## config.mk

```make
export PLATFORM = sky130hd
export DESIGN_NAME = nrz_audio_serializer
export DESIGN_NICKNAME = d
export VERILOG_FILES = /design/src/rtl/nrz_ser_pkg.sv /design/src/rtl/nser_timebase.sv /design/src/rtl/nser_slot.sv /design/src/rtl/nrz_audio_serializer.sv
export SDC_FILE = /design/constraint.sdc
export NUM_CORES = 1
export LEC_CHECK = 0
export ABC_AREA = 1
export BUFFER_PORTS_ARGS = -buffer_cell sky130_fd_sc_hd__buf_2
export CAP_MARGIN = 20
export CORE_MARGIN = 2
export CORE_UTILIZATION = 33
export CTS_CLUSTER_DIAMETER = 50
export DETAILED_ROUTE_END_ITERATION = 12
export PLACE_DENSITY = 0.54
export SYNTH_ARGS = -nofsm -noshare
export SYNTH_HDL_FRONTEND = slang
export SYNTH_SLANG_ARGS = --single-unit
```

## constraint.sdc

```tcl
create_clock -name clk -period 1.9 [get_ports clk]
set_input_delay 0.095 -clock clk [delete_from_list [all_inputs] [get_ports clk]]
set_output_delay 0.095 -clock clk [all_outputs]
set_load 0.05 [all_outputs]
```

## src/rtl/nrz_ser_pkg.sv

```systemverilog
// Shared definitions for the audio subframe NRZ serializer.
// Assumes format codes are decoded exactly; all other codes mean "data off".
package nrz_ser_pkg;
    typedef enum logic [2:0] {
        FMT_BIPHASE = 3'b101,
        FMT_I2S     = 3'b110,
        FMT_LJ      = 3'b111
    } fmt_e;
endpackage

```

## src/rtl/nser_timebase.sv

```systemverilog
// Phase counter for one frame. It advances on each tick; the low bits
// give the bit-clock phase, the middle bits the bit position in a slot,
// and the top bit the slot half.
// Assumes tick is a single-cycle pulse at 256 x fs.
module nser_timebase #(
    parameter int CNT_W = 8
) (
    input  logic             clk,
    input  logic             rst_n,
    input  logic             tick,
    output logic [CNT_W-1:0] cnt,
    output logic             bnd
);
    // Step the frame phase once per enable pulse.
    always_ff @(posedge clk) begin
        if (!rst_n)    cnt <= '0;
        else if (tick) cnt <= cnt + 1'b1;
    end

    // Strobe for the edge at which the counter enters a new slot.
    assign bnd = tick && (&cnt[CNT_W-2:0]);

    // the phase holds between ticks
    p_hold_no_tick_r10: assert property (@(posedge clk) disable iff (!rst_n)
        !tick |=> $stable(cnt));
endmodule

```

## src/rtl/nser_slot.sv

```systemverilog
// Slot engine. At each slot boundary it captures the next channel's word
// and samples the error flag to decide whether that slot is live. It then
// selects the data bit for the current bit position, applying the I2S
// one-bit delay when asked.
// Assumes VALID + 1 <= SLOT_BITS, so the delayed window fits in a slot.
module nser_slot #(
    parameter int AUD_W     = 24,
    parameter int SLOT_BITS = 32,
    localparam int VALID    = AUD_W + 4,
    localparam int POS_W    = $clog2(SLOT_BITS)
) (
    input  logic             clk,
    input  logic             rst_n,
    input  logic             bnd,
    input  logic             to_right,
    input  logic             err,
    input  logic             i2s,
    input  logic [POS_W-1:0] bitpos,
    input  logic [VALID-2:0] l_word,
    input  logic [VALID-2:0] r_word,
    input  logic             blk_start,
    output logic             live,
    output logic             bit_o
);
    logic [VALID-1:0]     shadow;
    logic                 blk_q;
    logic [SLOT_BITS-1:0] padded;
    logic [POS_W-1:0]     idx;

    // Capture the word, the block flag and the live decision at slot start.
    always_ff @(posedge clk) begin
        if (!rst_n) begin
            shadow <= '0;
            blk_q  <= 1'b0;
            live   <= 1'b0;
        end else if (bnd) begin
            live <= !err;
            if (!to_right) begin
                shadow <= {blk_start, l_word};
                blk_q  <= blk_start;
            end else begin
                shadow <= {blk_q, r_word};
            end
        end
    end

    // Pick the bit for this position; zero padding covers positions outside the window.
    always_comb begin
        padded = {{(SLOT_BITS-VALID){1'b0}}, shadow};
        idx    = i2s ? bitpos - POS_W'(1) : bitpos;
        bit_o  = live & padded[idx];
    end

    // the captured word changes only at a slot boundary
    p_shadow_hold_r7: assert property (@(posedge clk) disable iff (!rst_n)
        !bnd |=> $stable(shadow));
    // the live decision changes only at a slot boundary
    p_live_hold_r6: assert property (@(posedge clk) disable iff (!rst_n)
        !bnd |=> $stable(live));
endmodule

```

## src/rtl/nrz_audio_serializer.sv

```systemverilog
// Top of the audio subframe serializer. It decodes the format code,
// builds the bit clock and frame clock from the phase counter, chooses
// between the NRZ slot bit and the biphase input, and registers all three
// outputs on the master clock.
// Assumes tick runs at 256 x fs and err is synchronous to clk.
module nrz_audio_serializer #(
    parameter int AUD_W     = 24,
    parameter int SLOT_BITS = 32
) (
    input  logic             clk,
    input  logic             rst_n,
    input  logic             tick,
    input  logic [2:0]       fmt_sel,
    input  logic             err,
    input  logic [AUD_W-1:0] l_aud,
    input  logic [2:0]       l_vuc,
    input  logic [AUD_W-1:0] r_aud,
    input  logic [2:0]       r_vuc,
    input  logic             blk_start,
    input  logic             bp_in,
    output logic             bclk_o,
    output logic             lrck_o,
    output logic             dout_o
);
    localparam int POS_W    = $clog2(SLOT_BITS);
    localparam int TICK_LOG = 2;
    localparam int CNT_W    = POS_W + 1 + TICK_LOG;

    logic [CNT_W-1:0] cnt;
    logic             bnd, live, slot_bit;
    logic             is_i2s, is_lj, is_bp, is_nrz, half;
    logic             bclk_n, lrck_n, dout_n;
    logic [2:0]       fmt_q;

    nser_timebase #(.CNT_W(CNT_W)) u_tb (
        .clk(clk), .rst_n(rst_n), .tick(tick), .cnt(cnt), .bnd(bnd)
    );

    nser_slot #(.AUD_W(AUD_W), .SLOT_BITS(SLOT_BITS)) u_slot (
        .clk(clk), .rst_n(rst_n), .bnd(bnd),
        .to_right(!cnt[CNT_W-1]), .err(err), .i2s(is_i2s),
        .bitpos(cnt[CNT_W-2:TICK_LOG]),
        .l_word({l_vuc, l_aud}), .r_word({r_vuc, r_aud}),
        .blk_start(blk_start), .live(live), .bit_o(slot_bit)
    );

    // Decode the format and form the next clock and data levels.
    always_comb begin
        is_i2s = (fmt_sel == nrz_ser_pkg::FMT_I2S);
        is_lj  = (fmt_sel == nrz_ser_pkg::FMT_LJ);
        is_bp  = (fmt_sel == nrz_ser_pkg::FMT_BIPHASE);
        is_nrz = is_i2s | is_lj;
        half   = cnt[CNT_W-1];
        bclk_n = (is_bp && !err) ? cnt[TICK_LOG-2] : cnt[TICK_LOG-1];
        lrck_n = is_i2s ? half : !half;
        if (is_bp)       dout_n = live & bp_in;
        else if (is_nrz) dout_n = slot_bit;
        else             dout_n = 1'b0;
    end

    // Register the three output wires and the format seen on this cycle.
    always_ff @(posedge clk) begin
        if (!rst_n) begin
            bclk_o <= 1'b0;
            lrck_o <= 1'b0;
            dout_o <= 1'b0;
            fmt_q  <= 3'b000;
        end else begin
            bclk_o <= bclk_n;
            lrck_o <= lrck_n;
            dout_o <= dout_n;
            fmt_q  <= fmt_sel;
        end
    end

    // in a steady NRZ format the data line moves only with a falling bit clock
    p_data_on_fall_r5: assert property (@(posedge clk) disable iff (!rst_n)
        (fmt_q[2] && fmt_q[1] && $stable(fmt_q) && !$stable(dout_o)) |-> $fell(bclk_o));
    // in a steady NRZ format the frame clock moves only with a falling bit clock
    p_lrck_on_fall_r5: assert property (@(posedge clk) disable iff (!rst_n)
        (fmt_q[2] && fmt_q[1] && $stable(fmt_q) && !$stable(lrck_o)) |-> $fell(bclk_o));
    // a slot that is not live drives no data
    p_idle_low_r6: assert property (@(posedge clk) disable iff (!rst_n)
        !live |=> !dout_o);
endmodule

```

## Yosys cells after proc, flatten, opt, wreduce, memory -nomap -nowiden

Index checks and enable logic that the tools add are counted.

- Flip-flop bits (word level): 41
- Output and inout bits: 3
- Logic and storage cells: 30

- Add/sub/neg operators: 2
- $lt $le $gt $ge: 1
- Equal/unequal tests: 3
- Mux-type cells: 8
- Bitwise gates (word level): 3
- Reductions and logical operators: 6

Operators with widths:

| cell | number |
|---|---|
| two-way mux 28 bit | 1 |
| equality test 3 bit, second input constant | 3 |
| adder 8 x 1 -> 8 bit, second input constant | 1 |
| AND reduction 7 bit | 1 |
| < comparator 5 x 6 -> 1 bit, second input constant | 1 |
| binary-select mux 1 bit (select 5 bit) | 1 |
| two-way mux 1 bit | 5 |
| two-way mux 5 bit | 1 |
| subtractor 5 x 1 -> 5 bit, second input constant | 1 |
| bitwise AND 1 bit | 2 |
| logical AND 1 bit | 2 |
| logical NOT 1 bit | 2 |
| AND reduction 2 bit | 1 |
| OR 1 bit | 1 |

## Longest topological paths before layout

- Depth after elaboration: 7
- Mapped depth: 13
- Mapped depth without buffers: 12

## Cells and area by module

From an unflattened synthesis, not the netlist that was laid out.

- Cell total of the unflattened synthesis: 381
- Area, all modules: 2299.7 um2

By module, submodules not included:

| module | times used | cells each | area each (um2) | seq. area each (um2) |
|---|---|---|---|---|
| nser_slot | 1 | 307 | 1798.0 | 600.6 |
| nser_timebase | 1 | 49 | 351.6 | 160.2 |
| nrz_audio_serializer | 1 | 25 | 150.1 | 60.1 |

## Least setup slack after synthesis

No wires, ideal clock.

- Path type: register to register
- From: reg u_tb.cnt[2]
- To: reg dout_o
- Library setup time: 0.118 ns
- Arrival time: 1.519 ns
- Required time: 1.782 ns
- Path slack: 0.264 ns
- Cell stages (with the launch flop): 13
- Cell sequence: dfxtp_1 > inv_1 > ha_1 > nand2_2 > nand2_4 > inv_2 > nand3_1 > nand3_1 > nand2_1 > nand2_1 > nand3_2 > nand3_2 > a21oi_2

- Longest elaborated chain between the ends: 7

RTL lines:

| what | RTL line | source |
|---|---|---|
| start: declaration | nser_timebase.sv:11 | `output logic [CNT_W-1:0] cnt,` |
| start signal: assignment | nser_timebase.sv:17 | `else if (tick) cnt <= cnt + 1'b1;` |
| subtractor 5 x 1 -> 5 bit | nser_slot.sv:50 | `idx = i2s ? bitpos - POS_W'(1) : bitpos;` |
| two-way mux 5 bit (*) | nser_slot.sv:50 |  |
| binary-select mux 1 bit (select 5 bit) (*) | nser_slot.sv:51 | `bit_o = live & padded[idx];` |
| two-way mux 1 bit (not written as such) (*) | nser_slot.sv:51 |  |
| bitwise AND 1 bit (*) | nser_slot.sv:51 |  |
| two-way mux 1 bit (*) | nrz_audio_serializer.sv:57 | `else if (is_nrz) dout_n = slot_bit;` |
| two-way mux 1 bit (*) | nrz_audio_serializer.sv:56 | `if (is_bp) dout_n = live & bp_in;` |
| end signal: assignment | nrz_audio_serializer.sv:71 | `dout_o <= dout_n;` |
| end: declaration | nrz_audio_serializer.sv:23 | `output logic dout_o` |

Mark *: on every way between the ends. The rest lies on a longest branch, timed or not. The select of a mux whose other input is x is not followed.
A chain may end at the register's enable or synchronous reset.

## Final worst setup path

Same ends and word-level chain as after synthesis.

==> flow_summary_export.csv <==
group,metric,value,unit
cells_and_area,syn2layout_area_growth,23.64,%
cells_and_area,num_antenna_cells,0,
clocking,clk_pin_slew,0.08,ns
worst_setup_path,r2r_cells,12,
worst_setup_path,critPathSlowestCell,"dfxtp_2",
floorplan,core_region_area,0.006350,mm2
placed_design,dp_cells,440,
placed_design,post-dp-hpwl,3937,um
placed_design,port_buffers,65,
worst_setup_path,max_stage_delay,0.41,ns
power,irDropWorstVdd,0.0002901,V
floorplan,die_width,84.80,um
routing,via_count,2263,
clocking,postCtsSetupRepairBufs,0,
sta,slew_violations,0,
clocking,insertion_delay,0.29,ns
floorplan,ioPinCount,66,
floorplan,start_util,33.93,%
synthesis,synth_top_area_cell,"dfxtp_1",
cells_and_area,finish.utilization,41.95,%
synthesis,ys_types,24,
worst_hold_path,worstHoldPathCells,3,
global_route,antenna_found_initial,0,
global_route,grt_usage,15.80,%
status,status,"finished clean",
routing,totalWireLength,5628,um
sta,relSlewSlack,63.16,%
sta,grt_setup_unrepaired,"yes",
placed_design,post_dp_cell_area,0.002540,mm2
worst_setup_path,crit_top_cell,"nand3_1",
clocking,cts_max_path_buffers,2,
worst_setup_path,startpoint_type,"register",
routing,drt-vias-per-instance,5.040,
synthesis,synth_compound_area_share,18.52,%
worst_setup_path,crit_chain,"inv_1 -> ha_1 -> nand2_2 -> nand2_4 -> inv_2 -> nand3_1 -> nand3_1 -> nand3_1 -> nand2_1 -> nand2_1 -> nand3_2 -> a21oi_2",
synthesis,syn_area_per_cell,6.950,um2
worst_hold_path,whs_endpoint,"u_slot.shadow[1]",
synthesis,synthXorXnorAreaFrac,1.626,%
synthesis,async_flop_share,0,%
power,power.switching,0.0003999,W
routing,drt_iter0_drc,44,
synthesis,syn-num-nets,376,
synthesis,yosysMostFrequentCell,"nand2_1",
global_route,grt_start_max_net_pins,58,
global_route,grt_pass1_vias,2107,
worst_setup_path,crit_required,2.08,ns
power,internal-power,0.001199,W
worst_setup_path,path_buf_inv,2,
placed_design,gp_congestion,0.8243,
clocking,cts_tree,"yes",
synthesis,synthAdderAreaFrac,1.742,%
synthesis,synth_edf_count,0,
worst_hold_path,min_from,"r_aud[1]",
power,clkPwrFrac,34.4,%
sta,period_needed,1.692,ns
sta,fmax,0.5912,GHz
power,power_frac_seq,54.4,%
worst_setup_path,r2r-end,"dout_o",
synthesis,synth_top_family_by_area,"simple AND/OR/NAND/NOR gates",
power,combPwrFrac,11.1,%
synthesis,synth.area.top_cells,"dfxtp_1 38%, nand2_1 16%, nand3_1 8.4%",
worst_setup_path,critPathKind,"reg2reg",
floorplan,fp.dieArea,0.007191,mm2
clocking,cts-root-buf,"clkbuf_8",
synthesis,syn_inst,310,
sta,fin_crit_sh,89.03,%
sta,finClkSkew,0.005056,ns
worst_setup_path,end_kind,"register",
worst_setup_path,r2r_slack,0.21,ns
sta,whs,0.06257,ns
synthesis,yosysTopAreaCellShare,38.10,%
worst_setup_path,reg2reg_from,"u_tb.cnt[2]",
sta,setup_viol,0,
synthesis,synth-seq-cells,41,
power,power_leakage,1.146,nW
worst_hold_path,hp-class,"in2reg",
clocking,htreeDepth,2,
cells_and_area,finish.net_count,437,
cells_and_area,final_cells,449,
synthesis,synth_top_flop_cell,"dfxtp_1",
routing,post_drt_wl_per_cell,12.53,um
sta,final_hold_viol_count,0,
global_route,grt-ovfl-total,0,
worst_setup_path,critical_path_arrival,1.87,ns
clocking,cts.sinks,41,
synthesis,synth_mux_area_share,0,%
worst_setup_path,critPathTopFamily,"simple AND/OR/NAND/NOR gates",
cells_and_area,layout-drive-gt1-share,25.81,%
synthesis,synth_seq_area_share,38.10,%
routing,drc_errors,0,
worst_setup_path,crit_fanout,8,
synthesis,yosys.area_share.simple,33.04,%
synthesis,yosys_warnings,0,
power,powerDensity,600.4,mW/mm2
cells_and_area,final_area,0.002664,mm2
power,switching_share,25.01,%
sta,tightest_slew,0.5527,ns
clocking,cts_buffers,5,
power,fin_total_pwr,0.001599,W
global_route,grt_pass1_wl,9349,um
floorplan,num_rows,29,
routing,drtAntennaViolNets,0,
synthesis,synth.cell_area,0.002155,mm2
floorplan,die_h,84.80,um
job,cap_viol_max_count,0,
synthesis,synth_common_cells,"94 x nand2_1, 41 x dfxtp_1, 36 x nand3_1, 35 x o21ai_0, 28 x a31oi_1",
routing,first_pass_iters,4,
how the worst max path moves through the flow:
stage	cells past startpoint	start	endpoint	slack (ns)
4_1_cts	10	u_tb.cnt[2]	dout_o	0.06
5_1_grt	10	u_tb.cnt[2]	dout_o	-0.03
2_1_floorplan	12	u_tb.cnt[2]	dout_o	0.26
3_3_place_gp	10	u_tb.cnt[2]	dout_o	0.09
6_report	12	u_tb.cnt[2]	dout_o	0.21
3_5_place_dp	10	u_tb.cnt[2]	dout_o	0.07
power groups by stage:
stage	Sequential (W)	Combinational, W	Clock (W)
2_1_floorplan	0.000899	0.0000847	0
3_3_place_gp	0.000891	0.000179	0
3_5_place_dp	0.000891	0.000180	0
4_1_cts	0.000871	0.000180	0.000573
5_1_grt	0.000872	0.000202	0.000605
6_report	0.000871	0.000178	0.000550
per-stage QoR:
stage | TNS (ns) | setup WS [ns]
6_report | 0 | 0.2084
5_1_grt | -0.02615 | -0.02615
4_1_cts | 0 | 0.05946
3_5_place_dp | 0 | 0.07378
3_3_place_gp | 0 | 0.08502
2_1_floorplan | 0 | 0.2636
cell type report:
cell class                      instances  area [um2]
Tap cell                               77       96.34
Sequential cell                        41       822.0
Multi-Input combinational cell        235        1199
Timing Repair Buffer                   71       400.4
Clock inverter                          2       10.01
Clock buffer                            6       72.57
Fill cell                             677        3686
Inverter                               17       63.81
sequential cells by signal, summed over array words and instances (netlist names):
signal,flops
u_slot.blk_q,1
dout_o,1
bclk_o,1
u_tb.cnt,8
u_slot.live,1
u_slot.shadow,28
lrck_o,1
layer usage:
metal / GRT usage [%] / routed length [um]
met1: 20.68 / 2668
met2: 26.49 / 2690
met3: 3.245 / 215
met4: 4.329 / 54
met5: 0 / 0
logic make-up (layout without fill, tap and decap cells):
kind of cell	Yosys count	in the layout
and+or+nand+nor	156	156
AOI/OAI and AO/OA	72	72
DFF	41	41
buffers and inverters	34	96
xor gates and xnor gates	4	4
adders and majority gates	3	3
layout by cell type, fill, tap and decap left out, types with 2 or more instances in the layout:
master / count
nand2_1: 94
buf_2: 65
dfxtp_1: 40
nand3_1: 36
o21ai_0: 35
a31oi_1: 28
inv_1: 14
nor2_1: 11
a21oi_1: 8
clkbuf_8: 5
buf_4: 4
nand2_2: 3
inv_2: 3
nand3_2: 3
nand2_4: 3
ha_1: 3
nor3_1: 2
xor2_2: 2
nand4_1: 2
clkinv_2: 2
tightest hold or removal path, delay by kind of cell:
kind | cells | cell delay [ns]
buf+inv | 1 | 0.09
compound gates | 1 | 0.07
simple gates | 1 | 0.05
timing repair:
| action | in CTS | in global routing |
|---|---|---|
| setup endpoints to repair | 0 | 2 |
| resized for setup | 0 | 4 |
| hold buffers | 0 | 0 |
Power figures use the tool's default switching activity.
